`config.mk`:
```
export PLATFORM = sky130hd
export DESIGN_NAME = lut_slice_cell
export DESIGN_NICKNAME = d
export VERILOG_FILES = /design/src/rtl/lut_slice_pkg.sv /design/src/rtl/lut_cfg_store.sv /design/src/rtl/lut_mux_tree.sv /design/src/rtl/lut_out_stage.sv /design/src/rtl/lut_slice_cell.sv
export SDC_FILE = /design/constraint.sdc
export NUM_CORES = 1
export LEC_CHECK = 0
export ABC_AREA = 0
export BUFFER_PORTS_ARGS = -buffer_cell sky130_fd_sc_hd__buf_2
export CAP_MARGIN = 20
export CELL_PAD_IN_SITES_DETAIL_PLACEMENT = 0
export CELL_PAD_IN_SITES_GLOBAL_PLACEMENT = 1
export CORE_MARGIN = 2
export CORE_UTILIZATION = 45
export DETAILED_ROUTE_END_ITERATION = 8
export GPL_TIMING_DRIVEN = 0
export PLACE_DENSITY_LB_ADDON = 0.1
export SETUP_SLACK_MARGIN = 0.15
export SYNTH_ARGS = -nofsm -noshare
export SYNTH_HDL_FRONTEND = slang
export SYNTH_HIERARCHICAL = 1
export SYNTH_SLANG_ARGS = --single-unit
```
`constraint.sdc`:
```
create_clock -name clk -period 2.1 [get_ports clk]
set_input_delay 0.315 -clock clk [delete_from_list [all_inputs] [get_ports clk]]
set_output_delay 0.315 -clock clk [all_outputs]
set_load 0.01 [all_outputs]
```
`src/rtl/lut_slice_pkg.sv`:
```
// Shared definitions for the lookup table slice cell.
// Assumes: mode encoding is fixed by the top-level port contract.
package lut_slice_pkg;
    typedef enum logic [1:0] {
        LM_LOGIC = 2'b00,
        LM_RAM   = 2'b01,
        LM_SHIFT = 2'b10,
        LM_SPARE = 2'b11
    } lut_mode_e;
endpackage

```
`src/rtl/lut_cfg_store.sv`:
```
// Sixteen (2**SEL_W) storage bits shared by all three modes.
// Memory mode writes one addressed bit, shift mode shifts towards the MSB,
// and logic/spare modes hold. Assumes a synchronous active-low reset.
module lut_cfg_store
    import lut_slice_pkg::*;
#(
    parameter int SEL_W = 4,
    localparam int DEPTH = 1 << SEL_W
) (
    input  logic             clk,
    input  logic             rst_n,
    input  lut_mode_e        mode,
    input  logic [SEL_W-1:0] sel,
    input  logic             wr_data,
    input  logic             wr_en,
    input  logic             shift_in,
    output logic [DEPTH-1:0] bits_q
);
    // Update the storage according to the mode; other modes leave it alone.
    always_ff @(posedge clk) begin
        if (!rst_n) begin
            bits_q <= '0;
        end else if (wr_en) begin
            case (mode)
                LM_RAM:   bits_q[sel] <= wr_data;
                LM_SHIFT: bits_q <= {bits_q[DEPTH-2:0], shift_in};
                default:  bits_q <= bits_q;
            endcase
        end
    end
endmodule

```
`src/rtl/lut_mux_tree.sv`:
```
// Binary selection tree laid out as a heap of 2*DEPTH-1 nodes.
// Leaves hold the storage bits; the root is steered by the select MSB.
// Assumes purely combinational use.
module lut_mux_tree #(
    parameter int SEL_W = 4,
    localparam int DEPTH = 1 << SEL_W,
    localparam int NODES = 2 * DEPTH - 1
) (
    input  logic [DEPTH-1:0] leaves,
    input  logic [SEL_W-1:0] sel,
    output logic             tap
);
    logic [NODES-1:0] node;

    genvar gi;
    generate
        for (gi = 0; gi < DEPTH; gi++) begin : g_leaf
            assign node[DEPTH-1+gi] = leaves[gi];
        end
        for (gi = 0; gi < DEPTH - 1; gi++) begin : g_inner
            localparam int LVL = $clog2(gi + 2) - 1;
            assign node[gi] = sel[SEL_W-1-LVL] ? node[2*gi+2] : node[2*gi+1];
        end
    endgenerate

    assign tap = node[0];
endmodule

```
`src/rtl/lut_out_stage.sv`:
```
// Optional output flip-flop after the selection tree.
// The flip-flop samples on every edge; reg_sel only chooses which value leaves.
// Assumes reg_sel is a static configuration input.
module lut_out_stage (
    input  logic clk,
    input  logic rst_n,
    input  logic reg_sel,
    input  logic tap,
    output logic lut_out
);
    logic tap_q;

    // Capture the tree output each cycle.
    always_ff @(posedge clk) begin
        if (!rst_n) tap_q <= 1'b0;
        else        tap_q <= tap;
    end

    // Pick the registered or direct path.
    always_comb lut_out = reg_sel ? tap_q : tap;
endmodule

```
`src/rtl/lut_slice_cell.sv`:
```
// Top of the three-mode lookup table slice: storage, selection tree and
// output stage. Assumes synchronous active-low reset and static reg_sel.
module lut_slice_cell
    import lut_slice_pkg::*;
#(
    parameter int SEL_W = 4,
    localparam int DEPTH = 1 << SEL_W
) (
    input  logic             clk,
    input  logic             rst_n,
    input  logic [1:0]       mode,
    input  logic             reg_sel,
    input  logic [SEL_W-1:0] sel,
    input  logic             wr_data,
    input  logic             wr_en,
    input  logic             shift_in,
    output logic             lut_out,
    output logic             shift_out
);
    lut_mode_e        mode_e;
    logic [DEPTH-1:0] mem_bits;
    logic             tap_bit;

    // Decode the raw mode pins into the shared enum.
    always_comb mode_e = lut_mode_e'(mode);

    lut_cfg_store #(.SEL_W(SEL_W)) u_store (
        .clk(clk), .rst_n(rst_n), .mode(mode_e), .sel(sel),
        .wr_data(wr_data), .wr_en(wr_en), .shift_in(shift_in),
        .bits_q(mem_bits)
    );

    lut_mux_tree #(.SEL_W(SEL_W)) u_tree (
        .leaves(mem_bits), .sel(sel), .tap(tap_bit)
    );

    lut_out_stage u_out (
        .clk(clk), .rst_n(rst_n), .reg_sel(reg_sel),
        .tap(tap_bit), .lut_out(lut_out)
    );

    assign shift_out = mem_bits[DEPTH-1];
endmodule

```
==> load_flow_metrics.sql <==
INSERT INTO impl_metrics (metric_group, metric, value, unit) VALUES
('clock_network', 'holdBufCountCts', '0', ''),
('floorplan', 'die_area', '3490', 'um^2'),
('finish', 'fin_util', '53.7', '%'),
('logic_synthesis', 'synth_cell_types', '34', ''),
('detailed_routing', 'detail_route.iter0.violations', '45', ''),
('critical_path', 'critical_path.reg2reg.startpoint', 'u_store/bits_q[15]$_SDFFE_PN0P_', ''),
('pwr', 'leakage_dissipation', '0.648', 'nW'),
('run_status', 'run_status', 'complete, but fails checks', ''),
('sta', 'finalMaxSlewViolations', '0', ''),
('detailed_routing', 'wl_per_cell', '18.9', 'um'),
('global_routing', 'grt_pass1_wl', '5910', 'um'),
('finish', 'fillCellCount', '283', ''),
('sta', 'hold_viol', '0', ''),
('detailed_routing', 'drcViolationCount', '0', ''),
('hold_path', 'hold_start', 'shift_in', ''),
('global_routing', 'grt_usage', '22.4', '%'),
('detailed_routing', 'routed-via-count', '1204', ''),
('critical_path', 'r2r_slack', '0.75', 'ns'),
('placed_design', 'hpwlAfterDp', '2430', 'um'),
('logic_synthesis', 'number_of_enable_flip_flop_cells_after_synthesis', '0', ''),
('clock_network', 'clockRootBuffer', 'sky130_fd_sc_hd__clkbuf_4', ''),
('sta', 'worstMarginPinSlew', '0.491', 'ns'),
('detailed_routing', 'route.antenna.remaining_nets', '0', ''),
('finish', 'antenna_cells_inserted', '0', ''),
('critical_path', 'timing.critical_path.from_type', 'register', ''),
('clock_network', 'cts.htree.levels', '1', ''),
('logic_synthesis', 'postSynthCellCount', '135', ''),
('sta', 'layout_setup_ws', '-0.00929', 'ns'),
('logic_synthesis', 'yosys_warning_total', '6', ''),
('sta', 'fin_hold_ws', '0.262', 'ns'),
('clock_network', 'clkLatencyLatePin', '0.30', 'ns'),
('critical_path', 'crit_required', '1.78', 'ns'),
('floorplan', 'boundaryPins', '14', ''),
('sta', 'fin_setup_tns', '-0.00929', 'ns'),
('logic_synthesis', 'synth_fp_nets', '148', ''),
('logic_synthesis', 'postSynthAreaPerCell', '10.1', 'um^2'),
('logic_synthesis', 'postSynth.asyncResetShare', '0', '%'),
('hold_path', 'min_delay_path_depth', '3', ''),
('floorplan', 'starting_density_of_the_core', '48.3', '%'),
('logic_synthesis', 'synth-main-ff-cell', 'sky130_fd_sc_hd__dfxtp_1', ''),
('placed_design', 'place.port_buffers', '13', ''),
('logic_synthesis', 'seq_area_frac_synth', '24.9', '%'),
('hold_path', 'timing.hold.worst.class', 'in -> reg', ''),
('global_routing', 'grt_antenna_before_repair', '0', ''),
('clock_network', 'clk_pin_slew_worst_paths', '0.11', 'ns'),
('global_routing', 'first_global_vias', '1203', ''),
('clock_network', 'ctsLongestPathBuffers', '2', ''),
('floorplan', 'core.rowCount', '19', ''),
('detailed_routing', 'postRouteWirelength', '3500', 'um'),
('detailed_routing', 'avgViaCountPerCell', '6.51', ''),
('hold_path', 'timing.hold.worst_endpoint', 'u_store/bits_q[0]$_SDFFE_PN0P_', ''),
('sta', 'slew_headroom', '67.2', '%'),
('floorplan', 'floorplan.die.width', '59.1', 'um'),
('clock_network', 'cts-buffers-inserted', '3', ''),
('floorplan', 'die_y', '59.1', 'um'),
('run_status', 'violations', 'negative setup slack', ''),
('logic_synthesis', 'total_of_flip_flops_plus_latches_after_synthesis', '17', ''),
('sta', 'final_setup_violation_count', '1', ''),
('logic_synthesis', 'netlist_area', '1370', 'um^2'),
('pwr', 'irDropWorstVdd', '0.307', 'mV'),
('run', 'max_cap_viol_count', '0', ''),
('global_routing', 'pin_count_of_the_biggest_net_entering_global_routing', '12', ''),
('finish', 'final_net_count', '168', ''),
('detailed_routing', 'drt_pass1_iterations', '4', ''),
('sta', 'final_period_minus_worst_setup_slack', '2.11', 'ns'),
('placed_design', 'gp_congestion', '0.766', ''),
('critical_path', 'critical_path_peak_fanout', '3', ''),
('pwr', 'p_per_area', '479', 'nW/um^2'),
('sta', 'unrepaired_setup_endpoints_after_global_routing', 'yes', ''),
('critical_path', 'arrival_time_of_the_worst_setup_path', '1.79', 'ns'),
('critical_path', 'critical_path.reg2reg.endpoint', 'u_out/tap_q$_SDFF_PN0_', ''),
('critical_path', 'cp-end-kind', 'output pin', ''),
('sta', 'fmax', '474', 'MHz'),
('floorplan', 'coreArea', '2830', 'um^2'),
('clock_network', 'clock_tree_from_tritoncts', 'yes', ''),
('critical_path', 'criticalPathCategory', 'reg -> out', ''),
('sta', 'fin_worst_skew', '0.0117', 'ns'),
('finish', 'syn2layout_area_growth', '11.2', '%'),
('clock_network', 'cts.sink_count', '17', ''),
('critical_path', 'number_of_cells_on_the_worst_reg_to_reg_path', '4', ''),
('finish', 'drive_gt1_share', '37.7', '%'),
('global_routing', 'gr-total-overflow', '0', ''),
('sta', 'final.period_utilization', '100', '%');
==> worst max path at each step <==
stage,cells past startpoint,start,endpoint
after global routing,5,u_store/bits_q[11]$_SDFFE_PN0P_,lut_out
after global placement,6,sel[0],lut_out
after CTS,5,u_store/bits_q[15]$_SDFFE_PN0P_,lut_out
after floorplan,4,sel[0],lut_out
final,5,u_store/bits_q[15]$_SDFFE_PN0P_,lut_out
after detailed placement,6,sel[0],lut_out
==> metrics by stage <==
step	cell area [um^2]	cells	setup slack, ns	power (mW)
after detailed placement	1470	179	-0.0399	0.541
after global routing	1520	185	-0.0624	0.771
after global placement	1470	179	-0.0202	0.536
final	1520	185	-0.00929	0.727
after CTS	1500	183	-0.0243	0.732
after floorplan	1370	135	0.457	0.483
==> cell families after synthesis <==
kind of cell | Yosys count | synth area share, %
simple gates | 61 | 34.7
compound gates | 31 | 21.0
buf+inv | 17 | 7.51
flops | 17 | 24.9
mux | 8 | 11.0
fa+ha+maj | 1 | 0.916
==> critical path, stage by stage (launching register included) <==
cell and delay [ns]:
sky130_fd_sc_hd__dfxtp_2 0.34, sky130_fd_sc_hd__mux4_2 0.49, sky130_fd_sc_hd__mux2i_1 0.15, sky130_fd_sc_hd__mux2i_1 0.11
sky130_fd_sc_hd__mux2_4 0.28, sky130_fd_sc_hd__buf_6 0.12
==> state kept, by name, indices dropped and copies added, names as in the netlist <==
name and cells:
u_out/tap_q 1, u_store/bits_q 16
==> repair_timing <==
action                     4_1_cts  5_1_grt
resized for setup               10        7
setup endpoints to repair        1        1
buffers inserted                 0        2
pin swaps                        0        0
==> layer usage <==
metal,GRT usage [%],routed length (um),vias to the layer above
met5,0,0,-
met2,34.6,1620,31
met1,31.6,1680,591
met4,8.44,37,0
met3,3.28,160,4
li1,-,-,578
==> layout make-up <==
class | instances | area [um^2] | share of cell area, %
buffer | 14 | 91.3 | 6.01
tap | 31 | 38.8 | 2.55
clock buffer | 4 | 26.3 | 1.73
multi-input combinational | 101 | 908 | 59.8
sequential | 17 | 354 | 23.3
inverter | 3 | 11.3 | 0.741
timing repair buffer | 15 | 88.8 | 5.85
==> where the power goes <==
group	internal, mW	switching [mW]
Clock	0.0739	0.112
Sequential	0.337	0.0106
Combinational	0.0825	0.112
==> cell usage in the layout (no fill, tap or decap), types with 2 or more instances in the layout <==
master	instances
sky130_fd_sc_hd__nor3_1	9
sky130_fd_sc_hd__and4bb_1	6
sky130_fd_sc_hd__clkbuf_4	4
sky130_fd_sc_hd__o2111a_1	9
sky130_fd_sc_hd__dfxtp_1	6
sky130_fd_sc_hd__nand2_1	15
sky130_fd_sc_hd__nor4_1	4
sky130_fd_sc_hd__buf_4	2
sky130_fd_sc_hd__inv_1	2
sky130_fd_sc_hd__dfxtp_2	11
sky130_fd_sc_hd__o21a_1	5
sky130_fd_sc_hd__nor4_2	6
sky130_fd_sc_hd__o211a_1	5
sky130_fd_sc_hd__buf_2	18
sky130_fd_sc_hd__mux2i_1	3
sky130_fd_sc_hd__and4b_1	3
sky130_fd_sc_hd__o2111ai_1	5
sky130_fd_sc_hd__buf_6	5
sky130_fd_sc_hd__clkbuf_1	4
sky130_fd_sc_hd__nor2_1	9
sky130_fd_sc_hd__nor4b_4	4
sky130_fd_sc_hd__mux4_2	4
==> synthesized netlist by cell type (all sizes together), types with 3 or more instances <==
cell type	n	area, um^2
mux4	4	105
buf	11	80.1
o2111ai	5	43.8
nand2	15	56.3
inv	3	11.3
nor3	9	45.0
clkbuf	3	11.3
o211a	5	50.1
dfxtp	17	340
o21a	5	37.5
nor4	10	100
mux2i	3	30.0
and4bb	6	75.1
o2111a	9	101
and4b	4	43.8
nor2	9	33.8
nor4b	4	95.1
(Power assumes the default switching activity.)
